--- src/rtl/alu32_pkg.sv ---
package alu32_pkg;

    typedef enum logic [1:0] {
        UNIT_ARITH   = 2'b00,
        UNIT_LOGIC   = 2'b01,
        UNIT_SHIFT_A = 2'b10,
        UNIT_SHIFT_B = 2'b11
    } unit_kind_e;

    typedef enum logic [1:0] {
        YSRC_B     = 2'b00,
        YSRC_NOT_B = 2'b01,
        YSRC_ONES  = 2'b10,
        YSRC_ZERO  = 2'b11
    } ysrc_e;

    typedef enum logic [1:0] {
        LOP_AND = 2'b00,
        LOP_OR  = 2'b01,
        LOP_XOR = 2'b10,
        LOP_NOT = 2'b11
    } logic_op_e;

endpackage

--- src/rtl/alu32_arith_unit.sv ---
module alu32_arith_unit
    import alu32_pkg::*;
#(
    parameter int W = 32
) (
    input  logic [W-1:0] a,
    input  logic [W-1:0] b,
    input  logic         cin,
    input  logic [1:0]   op,
    output logic [W:0]   sum
);
    logic [W-1:0] y_sel;

    always_comb begin
        unique case (ysrc_e'(op))
            YSRC_B:     y_sel = b;
            YSRC_NOT_B: y_sel = ~b;
            YSRC_ONES:  y_sel = {W{1'b1}};
            YSRC_ZERO:  y_sel = {W{1'b0}};
            default:    y_sel = {W{1'b0}};
        endcase
    end

    assign sum = {1'b0, a} + {1'b0, y_sel} + {{W{1'b0}}, cin};
endmodule

--- src/rtl/alu32_logic_unit.sv ---
module alu32_logic_unit
    import alu32_pkg::*;
#(
    parameter int W = 32
) (
    input  logic [W-1:0] a,
    input  logic [W-1:0] b,
    input  logic [1:0]   op,
    output logic [W:0]   res
);
    logic [W-1:0] bits;

    always_comb begin
        unique case (logic_op_e'(op))
            LOP_AND: bits = a & b;
            LOP_OR:  bits = a | b;
            LOP_XOR: bits = a ^ b;
            LOP_NOT: bits = ~a;
            default: bits = ~a;
        endcase
    end

    assign res = {1'b0, bits};
endmodule

--- src/rtl/alu32_shift_unit.sv ---
module alu32_shift_unit #(
    parameter int W = 32
) (
    input  logic [W-1:0] a,
    input  logic         to_left,
    output logic [W:0]   res
);
    logic [W:0] left_res;
    logic [W:0] right_res;

    assign left_res  = {a[W-1], a[W-2:0], 1'b0};
    assign right_res = {a[0], 1'b0, a[W-1:1]};
    assign res       = to_left ? left_res : right_res;
endmodule

--- src/rtl/alu32_multi.sv ---
module alu32_multi
    import alu32_pkg::*;
#(
    parameter int W = 32
) (
    input  logic [W-1:0] a,
    input  logic [W-1:0] b,
    input  logic         cin,
    input  logic [3:0]   sel,
    output logic [W:0]   result
);
    logic [W:0] arith_res;
    logic [W:0] logic_res;
    logic [W:0] shift_res;

    alu32_arith_unit #(.W(W)) u_arith (
        .a   (a),
        .b   (b),
        .cin (cin),
        .op  (sel[1:0]),
        .sum (arith_res)
    );

    alu32_logic_unit #(.W(W)) u_logic (
        .a   (a),
        .b   (b),
        .op  (sel[1:0]),
        .res (logic_res)
    );

    alu32_shift_unit #(.W(W)) u_shift (
        .a       (a),
        .to_left (sel[1]),
        .res     (shift_res)
    );

    always_comb begin
        unique case (unit_kind_e'(sel[3:2]))
            UNIT_ARITH:   result = arith_res;
            UNIT_LOGIC:   result = logic_res;
            UNIT_SHIFT_A: result = shift_res;
            UNIT_SHIFT_B: result = shift_res;
            default:      result = shift_res;
        endcase
    end
endmodule

--- config.mk ---
export PLATFORM = sky130hd
export DESIGN_NAME = alu32_multi
export DESIGN_NICKNAME = d
export VERILOG_FILES = /design/src/rtl/alu32_pkg.sv /design/src/rtl/alu32_arith_unit.sv /design/src/rtl/alu32_logic_unit.sv /design/src/rtl/alu32_shift_unit.sv /design/src/rtl/alu32_multi.sv
export SDC_FILE = /design/constraint.sdc
export NUM_CORES = 1
export LEC_CHECK = 0
export BUFFER_PORTS_ARGS = -buffer_cell sky130_fd_sc_hd__buf_2
export CORE_UTILIZATION = 59
export DETAILED_ROUTE_END_ITERATION = 8
export PLACE_DENSITY = 0.9
export SLEW_MARGIN = 15
export SYNTH_ARGS = -nofsm -noshare
export SYNTH_HDL_FRONTEND = slang
export SYNTH_SLANG_ARGS = --single-unit
--- constraint.sdc ---
create_clock -name vclk -period 6.1
set_clock_uncertainty 0.1 [all_clocks]
set_input_delay 0.915 -clock vclk [all_inputs]
set_output_delay 0.915 -clock vclk [all_outputs]
set_load 0.01 [all_outputs]
==> summary.json, run 1 <==
{
  "outcome": {"value": "finished clean"},
  "power_density": {"value": 110.2, "unit": "nW/um^2"},
  "synth_area_in_compound_gates": {"value": 24.50, "unit": "%"},
  "place.port_buffers": {"value": 102},
  "drive_gt1_share": {"value": 22.13, "unit": "%"},
  "synth.area.mux_share": {"value": 18.51, "unit": "%"},
  "cp_launch_type": {"value": "input pin"},
  "fin_crit": {"value": 5.236, "unit": "ns"},
  "netlist_area": {"value": 5102, "unit": "um^2"},
  "total_area_of_multi_input_combinational_cells": {"value": 4547, "unit": "um^2"},
  "most-common-layout-cells": {"value": "sky130_fd_sc_hd__inv_1, sky130_fd_sc_hd__buf_2, sky130_fd_sc_hd__ha_1"},
  "maxSlewViolCount": {"value": 0},
  "first_iter_violations": {"value": 284},
  "chipHeight": {"value": 95.00, "unit": "um"},
  "critPathArrivalTime": {"value": 4.22, "unit": "ns"},
  "detail_route.vias_per_cell": {"value": 6.047},
  "drt_wl_total": {"value": 12650, "unit": "um"},
  "total_leakage_power": {"value": 2.806, "unit": "nW"},
  "maxCapViolations": {"value": 0},
  "post-cts-setup-buffers": {"value": 0},
  "critical_path.endpoint_type": {"value": "output pin"},
  "flops_and_latches": {"value": 0},
  "critical_path_data_required_time": {"value": 5.08, "unit": "ns"},
  "worst_pin_slew": {"value": 1.047, "unit": "ns"},
  "layout.area.seq": {"value": 0, "unit": "um^2"},
  "global_route_wire_length_before_repair": {"value": 21260, "unit": "um"},
  "remaining_drc_errors": {"value": 0},
  "post_cts_resized": {"value": 0},
  "num_vias": {"value": 5061},
  "synth-adder-area-share": {"value": 24.08, "unit": "%"},
  "wire_length_per_cell_after_detailed_routing": {"value": 15.11, "unit": "um"},
  "period_share": {"value": 85.84, "unit": "%"},
  "synth_simple_gate_area_share": {"value": 12.75, "unit": "%"},
  "yosys.area.top_type_share": {"value": 23.30, "unit": "%"},
  "max_slew_margin": {"value": 30.23, "unit": "%"},
  "dr.pass1.iters": {"value": 5},
  "vias_in_the_first_global_route": {"value": 4849},
  "leftover_overflow_at_the_end_of_global_routing": {"value": 0},
  "fp.dieArea": {"value": 9024, "unit": "um^2"},
  "antennaDiodeCount": {"value": 0},
  "design.final.nets": {"value": 900},
  "synth_area_leader_cell": {"value": "sky130_fd_sc_hd__ha_1"},
  "fraction_of_the_core_area_covered_by_cells_at_the_end_of_the_flow": {"value": 67.84, "unit": "%"},
  "largest_family_of_logic_cells_by_synthesized_area": {"value": "compound AO/OA/AOI/OAI gates"},
  "final.fill_count": {"value": 691},
  "antenna_left": {"value": 0},
  "die_width": {"value": 95.00, "unit": "um"},
  "globalRouteTotalUtil": {"value": 28.47, "unit": "%"},
  "finalSetupViolations": {"value": 0},
  "cts_hold_repair.buffers": {"value": 0},
  "peakVddDrop": {"value": 59.67, "unit": "uV"},
  "sequential_fraction_of_the_synthesis_area": {"value": 0, "unit": "%"},
  "initial_core_util": {"value": 61.48, "unit": "%"},
  "timing.fmax": {"value": 191.0, "unit": "MHz"},
  "critPathKind": {"value": "input pin to output pin"},
  "setup-tns-final": {"value": 0, "unit": "ns"},
  "postSynthCellCount": {"value": 664},
  "yosys_warnings": {"value": 0},
  "ios": {"value": 102},
  "yosys.cell_types.count": {"value": 68},
  "unrepaired_setup_endpoints_after_global_routing": {"value": "no"},
  "syn-mean-instance-area": {"value": 7.684, "unit": "um^2"},
  "grt_antenna_before_repair": {"value": 0},
  "power": {"value": 0.6204, "unit": "mW"},
  "worst_hold_slack": {"value": 2.189, "unit": "ns"},
  "area_growth": {"value": 10.35, "unit": "%"},
  "core": {"value": 8299, "unit": "um^2"},
  "finalHoldViolations": {"value": 0},
  "num-clock-buffers": {"value": 0},
  "grt_start_max_net_pins": {"value": 64},
  "post-dp-hpwl": {"value": 10140, "unit": "um"},
  "hold_path_class": {"value": "input pin to output pin"},
  "synthesis.nets": {"value": 830},
  "critical_path.max_fanout": {"value": 43},
  "yosys.area_share.xor_xnor": {"value": 9.269, "unit": "%"},
  "row_count": {"value": 33},
  "synth.area.top_cells": {"value": "sky130_fd_sc_hd__ha_1, sky130_fd_sc_hd__mux4_2, sky130_fd_sc_hd__xnor2_1"},
  "gpl.final_weighted_congestion": {"value": 0.9241},
  "final_common_cell": {"value": "sky130_fd_sc_hd__inv_1"}
}
worst paths after layout:
path	slack, ns	startpoint	to	depth (start not counted)
worst max-delay path	0.86	sel[1]	result[30]	14
worst min-delay path	2.19	a[20]	result[19]	4
Yosys cell counts (13+ instances only):
master                     count
sky130_fd_sc_hd__clkbuf_1     21
sky130_fd_sc_hd__a211oi_1     15
sky130_fd_sc_hd__nand2_1      34
sky130_fd_sc_hd__o21ai_0      34
sky130_fd_sc_hd__xnor2_1      46
sky130_fd_sc_hd__mux2i_1      19
sky130_fd_sc_hd__mux4_2       32
sky130_fd_sc_hd__ha_1         95
sky130_fd_sc_hd__nor2_1       57
sky130_fd_sc_hd__a21o_1       19
sky130_fd_sc_hd__inv_1       105
sky130_fd_sc_hd__a21oi_1      41
sky130_fd_sc_hd__o211ai_1     13
metal layers:
layer	track usage, %	up-vias	wire length [um]
met5	0	-	0
met4	5.934	0	165
met3	1.771	25	658
met2	52.04	179	6456
met1	36.52	2374	5370
li1	-	2483	-
per-stage QoR:
| stage | setup slack, ns | cells | area [um^2] |
|---|---|---|---|
| after global routing | 0.6386 | 837 | 5630 |
| final | 0.8638 | 837 | 5630 |
| after global placement | 0.9373 | 837 | 5630 |
| after CTS | 0.8518 | 837 | 5630 |
| after detailed placement | 0.8706 | 837 | 5630 |
| after floorplan | 0.4265 | 664 | 5102 |
layout make-up:
type / instances / area share, %
Timing Repair Buffer: 106 / 9.911
Multi-Input combinational cell: 521 / 80.76
Tap cell: 105 / 2.333
Inverter: 105 / 7.000
critical path: stages:
cell,delay [ns]
sky130_fd_sc_hd__buf_4,0.17
sky130_fd_sc_hd__buf_4,0.46
sky130_fd_sc_hd__nor2_1,0.13
sky130_fd_sc_hd__xnor2_1,0.15
sky130_fd_sc_hd__ha_1,0.35
sky130_fd_sc_hd__a21o_1,0.22
sky130_fd_sc_hd__a221oi_2,0.37
sky130_fd_sc_hd__o211ai_2,0.13
sky130_fd_sc_hd__a21oi_2,0.40
sky130_fd_sc_hd__o41a_4,0.27
sky130_fd_sc_hd__o211ai_4,0.09
sky130_fd_sc_hd__a2111oi_4,0.33
sky130_fd_sc_hd__nor3_2,0.07
sky130_fd_sc_hd__buf_2,0.14
cell families after synthesis:
family	Yosys count
buf+inv	143
fa+ha+maj	97
simple gates	140
mux	54
xor+xnor	54
compound gates	176
report_power, final:
group / leakage [nW] / switching [mW] / total (mW) / internal, mW
logic: 2.81 / 0.347 / 0.620 / 0.274
registers: 0 / 0 / 0 / 0
clock network: 0 / 0 / 0 / 0
(Power assumes the default switching activity.)
==> inputs of run 2 (changes only) <==
CORE_UTILIZATION = 60   (was 59)
SYNTH_HIERARCHICAL = 1   (was unset)
==> run 2 against run 1 <==
  * Global-route usage is 2.7 points lower
  * Synthesized area is 9.8% higher
  * Core utilization is 0.96 points lower
  * Worst setup slack worse by 0.10 ns
  * Maximum frequency is 1.9% lower
  * Critical path type unchanged
  * Via count is 0.45% higher
  * First-iteration DRC count is 27% lower
  * Clock-buffer cell count stayed put
  * Power is 6.4% higher
  * Cell count is 3.6% higher
  * Non-clock buffer count is 1 higher
  * Sequential cell count stayed put
==> summary.json, run 2 <==
{
  "final_common_cell": {"value": "sky130_fd_sc_hd__inv_1"},
  "postSynthCellCount": {"value": 690},
  "flops_and_latches": {"value": 0},
  "grt_start_max_net_pins": {"value": 67},
  "drt_wl_total": {"value": 12580, "unit": "um"},
  "cts_hold_repair.buffers": {"value": 0},
  "global_route_wire_length_before_repair": {"value": 21670, "unit": "um"},
  "fin_crit": {"value": 5.338, "unit": "ns"},
  "dr.pass1.iters": {"value": 4},
  "num-clock-buffers": {"value": 0},
  "peakVddDrop": {"value": 51.15, "unit": "uV"},
  "die_width": {"value": 98.61, "unit": "um"},
  "fin_cells": {"value": 867},
  "synth.area.top_cells": {"value": "sky130_fd_sc_hd__ha_1, sky130_fd_sc_hd__mux4_2, sky130_fd_sc_hd__mux2_4"},
  "power": {"value": 0.6603, "unit": "mW"},
  "synthesis.nets": {"value": 856},
  "critical_path.cell_chain": {"value": "buf_4, buf_4, nor2_1, xnor2_1, ha_1, a21oi_1, o211ai_1, a21boi_0, o2111ai_1, a31oi_1, o21ai_0, xor2_1, mux2i_1, o21ai_0, buf_2"},
  "total_leakage_power": {"value": 3.087, "unit": "nW"},
  "power_density": {"value": 111.0, "unit": "nW/um^2"},
  "leftover_overflow_at_the_end_of_global_routing": {"value": 0},
  "yosys.cell_types.count": {"value": 69},
  "outcome": {"value": "finished clean"},
  "synth_area_leader_cell": {"value": "sky130_fd_sc_hd__ha_1"},
  "maxCapViolations": {"value": 0},
  "period_share": {"value": 87.50, "unit": "%"},
  "place.port_buffers": {"value": 102},
  "wire_length_per_cell_after_detailed_routing": {"value": 14.51, "unit": "um"},
  "layout.area.seq": {"value": 0, "unit": "um^2"},
  "globalRouteTotalUtil": {"value": 25.81, "unit": "%"},
  "crit_family": {"value": "compound AO/OA/AOI/OAI gates"},
  "most-common-layout-cells": {"value": "sky130_fd_sc_hd__inv_1, sky130_fd_sc_hd__buf_2, sky130_fd_sc_hd__ha_1"},
  "post-dp-hpwl": {"value": 10170, "unit": "um"},
  "row_count": {"value": 34},
  "timing.fmax": {"value": 187.4, "unit": "MHz"},
  "chipHeight": {"value": 98.61, "unit": "um"},
  "antenna_left": {"value": 0},
  "remaining_drc_errors": {"value": 0},
  "critical_path_data_required_time": {"value": 5.08, "unit": "ns"},
  "setup-tns-final": {"value": 0, "unit": "ns"},
  "cp_slowest_stage_delay": {"value": 0.45, "unit": "ns"},
  "path_buf_inv": {"value": 3},
  "grt_antenna_before_repair": {"value": 0},
  "first_iter_violations": {"value": 206},
  "area_growth": {"value": 6.189, "unit": "%"},
  "cp_launch_type": {"value": "input pin"},
  "numPlacedInstances": {"value": 867},
  "core": {"value": 8891, "unit": "um^2"},
  "yosys.area.top_type_share": {"value": 21.22, "unit": "%"},
  "yosys_warnings": {"value": 6},
  "critPathKind": {"value": "input pin to output pin"},
  "gpl.final_weighted_congestion": {"value": 0.9136},
  "ios": {"value": 102},
  "design.final.nets": {"value": 927},
  "final.fill_count": {"value": 730},
  "antennaDiodeCount": {"value": 0},
  "num_vias": {"value": 5084},
  "detail_route.vias_per_cell": {"value": 5.864},
  "post_cts_resized": {"value": 0},
  "syn-mean-instance-area": {"value": 8.116, "unit": "um^2"},
  "critPathArrivalTime": {"value": 4.32, "unit": "ns"},
  "drive_gt1_share": {"value": 24.77, "unit": "%"},
  "maxSlewViolCount": {"value": 0},
  "max_slew_margin": {"value": 25.72, "unit": "%"},
  "hold_path_class": {"value": "input pin to output pin"},
  "post-synth-top-count-cell": {"value": "sky130_fd_sc_hd__inv_1"},
  "critical_path.max_fanout": {"value": 36},
  "fp.dieArea": {"value": 9724, "unit": "um^2"},
  "worst_pin_slew": {"value": 1.114, "unit": "ns"},
  "synth_common_cells": {"value": "sky130_fd_sc_hd__inv_1, sky130_fd_sc_hd__ha_1, sky130_fd_sc_hd__nand2_1, sky130_fd_sc_hd__nor2_1, sky130_fd_sc_hd__xnor2_1"},
  "critical_path.endpoint_type": {"value": "output pin"},
  "sequential_fraction_of_the_synthesis_area": {"value": 0, "unit": "%"},
  "initial_core_util": {"value": 62.99, "unit": "%"},
  "unrepaired_setup_endpoints_after_global_routing": {"value": "no"},
  "finalHoldViolations": {"value": 0},
  "cpMaxStageDelayCell": {"value": "sky130_fd_sc_hd__buf_4"},
  "post-cts-setup-buffers": {"value": 0},
  "fraction_of_the_core_area_covered_by_cells_at_the_end_of_the_flow": {"value": 66.89, "unit": "%"},
  "vias_in_the_first_global_route": {"value": 4903},
  "netlist_area": {"value": 5600, "unit": "um^2"},
  "finalSetupViolations": {"value": 0}
}
[run 2: changes by cell type in the layout (fill, tap and decap cells not counted), sizes merged, moves of 10 or more]
| cell | previous run | this run |
|---|---|---|
| a211oi | 16 | 3 |
| nand2 | 34 | 58 |
| mux2 | 3 | 31 |
| o211ai | 15 | 4 |
| a21o | 19 | 9 |
| o21ai | 37 | 56 |
| a21oi | 43 | 32 |
| mux2i | 19 | 33 |
[run 2: layer usage]
| metal | track usage, % | up-vias | part of all wire (%) |
|---|---|---|---|
| li1 | - | 2538 | - |
| met1 | 32.82 | 2398 | 44 |
| met2 | 48.97 | 132 | 51 |
| met3 | 1.418 | 16 | 3.9 |
| met4 | 3.674 | 0 | 1.1 |
| met5 | 0 | - | 0 |
[run 2: worst paths after layout]
path / to / depth (start not counted) / from / slack, ns
hold / removal: result[29] / 5 / a[30] / 2.22
setup / recovery: result[29] / 15 / sel[1] / 0.76
[run 2: stage by stage]
step | setup WS [ns] | instance area (um^2) | hold WS [ns]
3_5_place_dp | 0.8506 | 5947 | 2.218
5_1_grt | 0.4698 | 5947 | 2.260
4_1_cts | 0.8480 | 5947 | 2.219
3_3_place_gp | 0.9282 | 5947 | 2.221
2_1_floorplan | 1.346 | 5600 | 1.953
6_report | 0.7625 | 5947 | 2.223
[run 2: cell type report]
cell class	instances	area, um^2	area share, %
inverters	110	412.9	6.943
well taps	108	135.1	2.272
repair buffers	107	553.0	9.299
multi-input cells	542	4846	81.49
[run 2: power breakdown]
part / switching, mW / internal, mW / total [mW]
logic: 0.366 / 0.294 / 0.660
clock network: 0 / 0 / 0
registers: 0 / 0 / 0
total: 0.366 / 0.294 / 0.660
[run 2: kinds of logic (layout without fill, tap and decap cells)]
kind of cell / after synthesis / in the layout / synth area share (%)
AND/OR/NAND/NOR: 155 / 155 / 12.98
buffers and inverters: 148 / 217 / 13.47
AO/OA/AOI/OAI: 138 / 138 / 15.93
adder cells (fa/ha/maj): 97 / 97 / 21.94
multiplexers: 96 / 96 / 27.01
XOR/XNOR: 55 / 55 / 8.601
other: 1 / 1 / 0.06696
==> inputs of run 3 (changes only) <==
clock period = 5.5 ns   (was 6.1 ns; I/O delays follow)
==> run 3 against run 2 <==
  * Routed wire length decreased by 0.66%
  * Global-route usage decreased by 0.45 points
  * Clock-buffer cell count unchanged
  * Non-clock buffer count decreased by 1
  * Via count about the same
  * Largest cell class unchanged
==> summary.json, run 3 (synthesis results as in run 2) <==
{
  "drt_wl_total": {"value": 12500, "unit": "um"},
  "area_growth": {"value": 6.278, "unit": "%"},
  "design.final.nets": {"value": 926},
  "setup_slack_after_layout": {"value": 0.5050, "unit": "ns"},
  "power": {"value": 0.7306, "unit": "mW"},
  "finalHoldViolations": {"value": 0},
  "power_density": {"value": 122.7, "unit": "nW/um^2"},
  "dr.pass1.iters": {"value": 5},
  "netSwitchingPower": {"value": 0.4041, "unit": "mW"},
  "cts_hold_repair.buffers": {"value": 0},
  "fin_crit": {"value": 4.995, "unit": "ns"},
  "critPathKind": {"value": "input pin to output pin"},
  "final_common_cell": {"value": "sky130_fd_sc_hd__inv_1"},
  "cp_launch_type": {"value": "input pin"},
  "total_area_of_multi_input_combinational_cells": {"value": 4846, "unit": "um^2"},
  "initial_core_util": {"value": 62.99, "unit": "%"},
  "row_count": {"value": 34},
  "outcome": {"value": "finished clean"},
  "combinational_power_share": {"value": 100.0, "unit": "%"},
  "net_sw_share": {"value": 55.32, "unit": "%"},
  "post_cts_resized": {"value": 0},
  "grt_antenna_before_repair": {"value": 0},
  "ios": {"value": 102},
  "maxSlewViolCount": {"value": 0},
  "most-common-layout-cells": {"value": "sky130_fd_sc_hd__inv_1, sky130_fd_sc_hd__buf_2, sky130_fd_sc_hd__ha_1"},
  "worst_hold_slack": {"value": 2.044, "unit": "ns"},
  "num_vias": {"value": 5082},
  "layout.area.seq": {"value": 0, "unit": "um^2"},
  "drive_gt1_share": {"value": 24.67, "unit": "%"},
  "finalSetupViolations": {"value": 0},
  "remaining_drc_errors": {"value": 0},
  "critical_path.max_fanout": {"value": 32},
  "flops_and_latches": {"value": 0},
  "num-clock-buffers": {"value": 0},
  "hold_path_class": {"value": "input pin to output pin"},
  "setup-tns-final": {"value": 0, "unit": "ns"},
  "post-cts-setup-buffers": {"value": 0},
  "worst_pin_slew": {"value": 1.109, "unit": "ns"},
  "critPathArrivalTime": {"value": 4.07, "unit": "ns"},
  "post-dp-hpwl": {"value": 10100, "unit": "um"},
  "die_width": {"value": 98.61, "unit": "um"},
  "core": {"value": 8891, "unit": "um^2"},
  "total_leakage_power": {"value": 3.087, "unit": "nW"},
  "period_share": {"value": 90.82, "unit": "%"},
  "unrepaired_setup_endpoints_after_global_routing": {"value": "no"},
  "first_iter_violations": {"value": 219},
  "fp.dieArea": {"value": 9724, "unit": "um^2"},
  "clock_power_share": {"value": 0, "unit": "%"},
  "grt_start_max_net_pins": {"value": 67},
  "internal-power": {"value": 0.3264, "unit": "mW"},
  "sequentialPowerShare": {"value": 0, "unit": "%"},
  "chipHeight": {"value": 98.61, "unit": "um"},
  "antennaDiodeCount": {"value": 0},
  "pre_cts_ws": {"value": 0.5095, "unit": "ns"},
  "critical_path.endpoint_type": {"value": "output pin"},
  "place.port_buffers": {"value": 102},
  "peakVddDrop": {"value": 65.34, "unit": "uV"},
  "leftover_overflow_at_the_end_of_global_routing": {"value": 0},
  "max_slew_margin": {"value": 26.07, "unit": "%"},
  "critical_path_data_required_time": {"value": 4.58, "unit": "ns"},
  "gpl.final_weighted_congestion": {"value": 0.9196},
  "wire_length_per_cell_after_detailed_routing": {"value": 14.44, "unit": "um"},
  "globalRouteTotalUtil": {"value": 25.36, "unit": "%"},
  "detail_route.vias_per_cell": {"value": 5.868},
  "vias_in_the_first_global_route": {"value": 4930},
  "timing.fmax": {"value": 200.2, "unit": "MHz"},
  "global_route_wire_length_before_repair": {"value": 21350, "unit": "um"},
  "maxCapViolations": {"value": 0},
  "antenna_left": {"value": 0},
  "final.fill_count": {"value": 716}
}
run 3: metrics by stage:
step / instance area (um^2) / util (%) / instances
after global placement: 5952 / 66.94 / 866
after floorplan: 5600 / - / 690
after CTS: 5952 / 66.94 / 866
final: 5952 / 66.94 / 866
after global routing: 5952 / 66.94 / 866
after detailed placement: 5952 / 66.94 / 866
run 3: cell type report:
cell class,count,share of cell area [%]
multi-input cells,542,81.42
repair buffers,106,9.376
inverters,110,6.937
well taps,108,2.270
run 3: power groups by stage:
stage	clock network [mW]	registers (mW)	logic (mW)
after global routing	0	0	0.805
final	0	0	0.731
after CTS	0	0	0.726
after global placement	0	0	0.690
after detailed placement	0	0	0.722
after floorplan	0	0	0.553
run 3: critical path, stage by stage:
cell and delay, ns:
sky130_fd_sc_hd__buf_4 0.11, sky130_fd_sc_hd__buf_4 0.45, sky130_fd_sc_hd__xnor2_1 0.14, sky130_fd_sc_hd__ha_1 0.35
sky130_fd_sc_hd__a21oi_1 0.28, sky130_fd_sc_hd__o211ai_1 0.13, sky130_fd_sc_hd__a21boi_0 0.36, sky130_fd_sc_hd__o2111ai_1 0.27
sky130_fd_sc_hd__a31oi_1 0.38, sky130_fd_sc_hd__o21ai_0 0.17, sky130_fd_sc_hd__xor2_1 0.16, sky130_fd_sc_hd__mux2i_1 0.08
sky130_fd_sc_hd__o21ai_0 0.17, sky130_fd_sc_hd__buf_2 0.16
run 3: worst paths after layout:
kind / start / to / slack [ns] / depth (start not counted)
hold / removal: a[30] / result[29] / 2.04 / 5
setup / recovery: sel[0] / result[29] / 0.50 / 14
run 3: layer usage:
metal	track usage, %	share of wire (%)
met1	31.63	44
met2	48.86	51
met3	1.206	3.7
met4	3.904	1.1
met5	0	0
